### config.mk
export PLATFORM = sky130hd
export DESIGN_NAME = wr_order_mux
export DESIGN_NICKNAME = d
export VERILOG_FILES = /design/src/rtl/wom_pkg.sv /design/src/rtl/wom_order_queue.sv /design/src/rtl/wom_sel_logic.sv /design/src/rtl/wom_w_mux.sv /design/src/rtl/wr_order_mux.sv
export SDC_FILE = /design/constraint.sdc
export NUM_CORES = 1
export LEC_CHECK = 0
export BUFFER_PORTS_ARGS = -buffer_cell sky130_fd_sc_hd__buf_4
export CORE_AREA = 2 2 107 109
export CTS_CLUSTER_SIZE = 8
export DETAILED_ROUTE_END_ITERATION = 12
export DIE_AREA = 0 0 109 111
export GPL_TIMING_DRIVEN = 0
export PLACE_DENSITY_LB_ADDON = 0.15
export SETUP_SLACK_MARGIN = 0.2
export SYNTH_ARGS = -nofsm -noshare
export SYNTH_HDL_FRONTEND = slang
export SYNTH_HIERARCHICAL = 1
export SYNTH_SLANG_ARGS = --single-unit
### constraint.sdc
create_clock -name clk -period 7.4 [get_ports clk]
set_input_delay 0.74 -clock clk [delete_from_list [all_inputs] [get_ports clk]]
set_output_delay 0.74 -clock clk [all_outputs]
set_load 0.03 [all_outputs]
### src/rtl/wom_pkg.sv
package wom_pkg;
  // width needed to hold values 0..n
  function automatic int cnt_width(input int n);
    int w;
    w = 1;
    while ((1 << w) <= n) w++;
    return w;
  endfunction

  function automatic int idx_width(input int n);
    return (n > 1) ? $clog2(n) : 1;
  endfunction
endpackage

### src/rtl/wom_order_queue.sv
module wom_order_queue
  import wom_pkg::*;
#(
  parameter int IDX_W = 2,
  parameter int DEPTH = 4,
  localparam int CNT_W = cnt_width(DEPTH),
  localparam int PTR_W = idx_width(DEPTH)
) (
  input  logic             clk,
  input  logic             rst_n,
  input  logic             push,
  input  logic [IDX_W-1:0] push_idx,
  input  logic             pop,
  output logic [IDX_W-1:0] head_idx,
  output logic [CNT_W-1:0] count,
  output logic             full
);
  logic [IDX_W-1:0] slots [DEPTH];
  logic [PTR_W-1:0] wr_ptr, rd_ptr;
  logic             at_zero, push_ok, pop_ok, wr_en, rd_en;

  assign at_zero = (count == '0);
  assign full    = (count == CNT_W'(DEPTH));
  assign push_ok = push && !full;
  // a retire needs a stored entry or one arriving now
  assign pop_ok  = pop && (!at_zero || push_ok);
  // at zero occupancy a push that is retired at once never lands in storage
  assign wr_en   = push_ok && !(at_zero && pop_ok);
  assign rd_en   = pop_ok && !at_zero;
  // fall-through head
  assign head_idx = at_zero ? push_idx : slots[rd_ptr];

  function automatic logic [PTR_W-1:0] bump(input logic [PTR_W-1:0] p);
    return (p == PTR_W'(DEPTH - 1)) ? '0 : p + PTR_W'(1);
  endfunction

  always_ff @(posedge clk or negedge rst_n) begin
    if (!rst_n) begin
      wr_ptr <= '0;
      rd_ptr <= '0;
      count  <= '0;
    end else begin
      if (wr_en) wr_ptr <= bump(wr_ptr);
      if (rd_en) rd_ptr <= bump(rd_ptr);
      if (push_ok && !pop_ok)      count <= count + CNT_W'(1);
      else if (pop_ok && !push_ok) count <= count - CNT_W'(1);
    end
  end

  always_ff @(posedge clk) begin
    if (wr_en) slots[wr_ptr] <= push_idx;
  end


  no_overflow_chk: assert property (@(posedge clk) disable iff (!rst_n)
    count <= CNT_W'(DEPTH));

  push_pop_hold_chk: assert property (@(posedge clk) disable iff (!rst_n)
    (push_ok && pop_ok) |=> $stable(count));

  push_grow_chk: assert property (@(posedge clk) disable iff (!rst_n)
    (push && !full && !pop) |=> (count == $past(count) + CNT_W'(1)));
endmodule

### src/rtl/wom_sel_logic.sv
module wom_sel_logic
  import wom_pkg::*;
#(
  parameter int IDX_W = 2,
  parameter int CNT_W = 3
) (
  input  logic [CNT_W-1:0] count,
  input  logic             full,
  input  logic [IDX_W-1:0] head_idx,
  input  logic             aw_valid,
  input  logic [IDX_W-1:0] aw_sel,
  output logic [IDX_W-1:0] sel
);
  logic q_empty;
  // occupancy-based emptiness; a full queue is never empty
  assign q_empty = (count == '0) && !full;

  always_comb begin
    if (!q_empty)     sel = head_idx;
    else if (aw_valid) sel = aw_sel;
    else              sel = '0;
  end
endmodule

### src/rtl/wom_w_mux.sv
module wom_w_mux #(
  parameter int NUM_PORTS = 3,
  parameter int DATA_W    = 64,
  parameter int IDX_W     = 2
) (
  input  logic [IDX_W-1:0]            sel,
  input  logic [NUM_PORTS-1:0]        up_w_valid,
  output logic [NUM_PORTS-1:0]        up_w_ready,
  input  logic [NUM_PORTS*DATA_W-1:0] up_w_data,
  input  logic [NUM_PORTS-1:0]        up_w_last,
  output logic                        dn_w_valid,
  input  logic                        dn_w_ready,
  output logic [DATA_W-1:0]           dn_w_data,
  output logic                        dn_w_last
);
  logic [NUM_PORTS-1:0] hit;

  for (genvar p = 0; p < NUM_PORTS; p++) begin : g_port
    assign hit[p]        = (sel == IDX_W'(p));
    assign up_w_ready[p] = hit[p] && dn_w_ready;
  end

  always_comb begin
    dn_w_valid = 1'b0;
    dn_w_last  = 1'b0;
    dn_w_data  = '0;
    for (int p = 0; p < NUM_PORTS; p++) begin
      if (hit[p]) begin
        dn_w_valid = up_w_valid[p];
        dn_w_last  = up_w_last[p];
        dn_w_data  = up_w_data[p*DATA_W +: DATA_W];
      end
    end
  end
endmodule

### src/rtl/wr_order_mux.sv
module wr_order_mux
  import wom_pkg::*;
#(
  parameter int NUM_PORTS = 3,
  parameter int DATA_W    = 64,
  parameter int DEPTH     = 4,
  localparam int IDX_W    = idx_width(NUM_PORTS)
) (
  input  logic                        clk,
  input  logic                        rst_n,
  input  logic                        aw_valid,
  input  logic                        aw_ready,
  input  logic [IDX_W-1:0]            aw_sel,
  output logic                        aw_allow,
  input  logic [NUM_PORTS-1:0]        up_w_valid,
  output logic [NUM_PORTS-1:0]        up_w_ready,
  input  logic [NUM_PORTS*DATA_W-1:0] up_w_data,
  input  logic [NUM_PORTS-1:0]        up_w_last,
  output logic                        dn_w_valid,
  input  logic                        dn_w_ready,
  output logic [DATA_W-1:0]           dn_w_data,
  output logic                        dn_w_last,
  output logic [IDX_W-1:0]            w_sel
);
  localparam int CNT_W = cnt_width(DEPTH);

  logic [IDX_W-1:0] head_idx;
  logic [CNT_W-1:0] q_cnt;
  logic             q_full, aw_hs, w_hs, w_done;

  assign aw_allow = !q_full;
  assign aw_hs    = aw_valid && aw_ready;
  assign w_hs     = dn_w_valid && dn_w_ready;
  assign w_done   = w_hs && dn_w_last;

  wom_order_queue #(.IDX_W(IDX_W), .DEPTH(DEPTH)) u_queue (
    .clk(clk), .rst_n(rst_n),
    .push(aw_hs), .push_idx(aw_sel), .pop(w_done),
    .head_idx(head_idx), .count(q_cnt), .full(q_full)
  );

  wom_sel_logic #(.IDX_W(IDX_W), .CNT_W(CNT_W)) u_sel (
    .count(q_cnt), .full(q_full), .head_idx(head_idx),
    .aw_valid(aw_valid), .aw_sel(aw_sel), .sel(w_sel)
  );

  wom_w_mux #(.NUM_PORTS(NUM_PORTS), .DATA_W(DATA_W), .IDX_W(IDX_W)) u_mux (
    .sel(w_sel),
    .up_w_valid(up_w_valid), .up_w_ready(up_w_ready),
    .up_w_data(up_w_data), .up_w_last(up_w_last),
    .dn_w_valid(dn_w_valid), .dn_w_ready(dn_w_ready),
    .dn_w_data(dn_w_data), .dn_w_last(dn_w_last)
  );


  ready_onehot_chk: assert property (@(posedge clk) disable iff (!rst_n)
    $onehot0(up_w_ready) && ((up_w_ready != '0) -> dn_w_ready));

  beat_keeps_sel_chk: assert property (@(posedge clk) disable iff (!rst_n)
    (q_cnt != '0 && w_hs && !dn_w_last) |=> $stable(w_sel));

  first_push_head_chk: assert property (@(posedge clk) disable iff (!rst_n)
    (aw_hs && aw_allow && q_cnt == '0 && !w_done) |=> (w_sel == $past(aw_sel)));
endmodule

==> metrics.txt <==
IO Count=277; Tmin final=3.65 ns; Synth Register Bits=15; CP required=7.52 ns; mapped cell area=2270 um2; CTS tree=built; LEAKAGE=2.32 nW; largest stage delay on the critical path=0.47 ns; area of the multi-input gates=1660 um2; slowest cell on the critical path=or3_1; DR iter-0 viols=112; Sequential cell area=415 um2; Antenna Nets Post-Route=0; GPL Wtd Cong=0.825; CTS resizes=0; Max Clock Skew=0.00365 ns; vias per cell=4.59; Worst Hold Class=in -> async; router iterations before antenna repair=4; clk slew on worst S/H paths=0.05 ns; Bufs on Longest Clock Path=2; Synth Area per Inst=10.3 um2; share of the synthesized area in the top cell type=30.0%; Synth cell types=30; startpoint types=flop; Tcrit/Tclk final=49.3%; first-pass GRT wire length=15600 um; DIE AREA=12100 um2; drt wl/cell=16.4 um; clk root buf=clkbuf_16; RSZ-0062 raised after global routing=no; commonest cells in the netlist=mux2i_1, o2bb2ai_1, edfxtp_1; Filler Cells Inserted=1121; top cell type by total area after synthesis=mux2i_1; starting density of the core=20.5%; Syn Nets=432; Global Route Usage Sum=16.3%; critical path peak fanout=10; Synth Warn #=6; Std-Cell Core Area=11100 um2; Setup violations, final=0; Site Rows=39; Setup TNS Final=0 ns; Die Span Y=111 um; most frequent cell after synthesis=mux2i_1; number of global-route vias before repair=2980; number of flops mapped to enable cells by yosys=8; Area contributors post-synth=mux2i_1, o2bb2ai_1, edfxtp_1; Post-CTS Setup Bufs=0; DRC violations left=0; reg2reg start=u_queue/count[1]$_DFFE_PN0P_; Seq/Total Area, Yosys=18.3%; Area Overhead vs Synth=103%; crit-path cells=or3_1, mux2_2, inv_1, mux2i_1, buf_2, nor2b_4, buf_4, o2bb2ai_1, and3_1, o21ai_0, ha_1, inv_1, fa_1, mux2_2; max-slew violations=0; Clock Sink Count=15; max cap viols=0; Routed Wire Length=10600 um; final hold vios=0; arrival time at the worst endpoint=3.77 ns; total gr overflow=0; H-tree Lvls=1; largest net degree at the start of global routing=11; Main synth FF type=edfxtp_1; Syn Inst Count=220; critical path type=reg -> reg; die width=109 um; initial antenna violation count=3; fraction of registers with async set or reset after synthesis=46.7%; hold_buf cts=0; CP Capture Type=flop; fraction of layout cells with a size suffix above 1=61.4%; NumNets Final=713; power per cell area=557 nW/um2; TritonCTS buffer count=3; Port Buffers=276; worst skew pair latency=0.24 ns; Max Fclk=0.274 GHz; outcome=finished, final reports clean; Rel. slew slack=68.8%; maximum VDD drop=0.352 mV; Util after Layout=41.5%; hpwl dp=9330 um; via count=2954; worst-case reg-to-reg path depth=14; CP startpoint=u_queue/count[1]$_DFFE_PN0P_; worst slew pin tran=0.467 ns
worst paths after layout:
check                           slack, ns                             to
worst max-delay path                 3.75   u_queue/count[1]$_DFFE_PN0P_
worst min register to register       0.57  u_queue/wr_ptr[1]$_DFFE_PN0P_
worst max register to register       3.75   u_queue/count[1]$_DFFE_PN0P_
min in group clk                     0.57  u_queue/wr_ptr[1]$_DFFE_PN0P_
max in group asynchronous            6.96  u_queue/rd_ptr[0]$_DFFE_PN0P_
worst min-delay path                 0.30  u_queue/wr_ptr[1]$_DFFE_PN0P_
sequential cells by signal, indices dropped and copies added, names as in the netlist:
| register | cells |
|---|---|
| u_queue/count | 3 |
| u_queue/slots | 8 |
| u_queue/wr_ptr | 2 |
| u_queue/rd_ptr | 2 |
layer usage:
metal	GRT usage [%]	part of all wire (%)	vias to the layer above
met5	0	0.28	-
met2	30.4	52	142
met3	5.11	11	10
met4	1.03	0.98	4
li1	-	-	1445
met1	18.6	36	1353
worst max-delay path, delay by kind of cell (launching register included):
family	cells	cell delay, ns
and+or+nand+nor	3	0.95
AOI/OAI and AO/OA	2	0.28
DFF	1	0.46
muxes	3	0.69
buffers and inverters	4	0.53
adders and majority gates	2	0.61
stage by stage:
step / instances / setup WS, ns / hold WS, ns / power, W / cell area, um2
global route: 644 / 3.49 / 0.302 / 0.00272 / 4600
finish: 644 / 3.75 / 0.304 / 0.00256 / 4600
detailed placement: 639 / 3.69 / 0.560 / 0.00248 / 4520
global placement: 639 / 3.80 / 0.542 / 0.00248 / 4520
CTS: 643 / 3.67 / 0.305 / 0.00259 / 4600
floorplan: 220 / 3.33 / 0.444 / 0.00168 / 2270
cell type report:
class	instances	share of cell area, %
clock buffers	3	1.63
inverters	6	0.489
diodes	1	0.0544
multi-input cells	176	36.0
repair buffers	276	45.0
clock inverters	1	0.163
plain buffers	23	3.70
well taps	143	3.89
flip-flops and latches	15	9.03
power breakdown:
group | internal (W) | switching (W)
Clock | 0.0000726 | 0.0000319
Sequential | 0.000114 | 0.0000327
Combinational | 0.000934 | 0.00138
Total | 0.00112 | 0.00144
logic make-up after synthesis:
kind of cell / share of synthesized area, %
xor+xnor: 1.16
simple gates: 5.85
fa+ha+maj: 4.20
buf+inv: 8.50
mux: 35.8
compound gates: 26.1
flops: 18.3
cell usage in the layout, fill, tap and decap left out:
master / n
xor2_1: 2
and3b_1: 1
o21ai_0: 1
or3_1: 1
mux4_1: 2
dfrtp_1: 7
and3_1: 1
buf_8: 1
ha_1: 6
buf_4: 283
o31a_1: 1
mux2i_1: 68
nand2_1: 3
buf_6: 3
clkbuf_1: 4
o2bb2ai_1: 66
inv_1: 6
nor2_1: 4
nor3b_1: 2
nor4_2: 1
buf_1: 1
xnor2_1: 1
fa_1: 1
diode_2: 1
buf_2: 6
nor2b_4: 1
edfxtp_1: 8
mux2_2: 7
buf_12: 1
nor2b_1: 1
clkinvlp_4: 1
and2_1: 6
clkbuf_16: 3
Power figures use the tool's default switching activity.
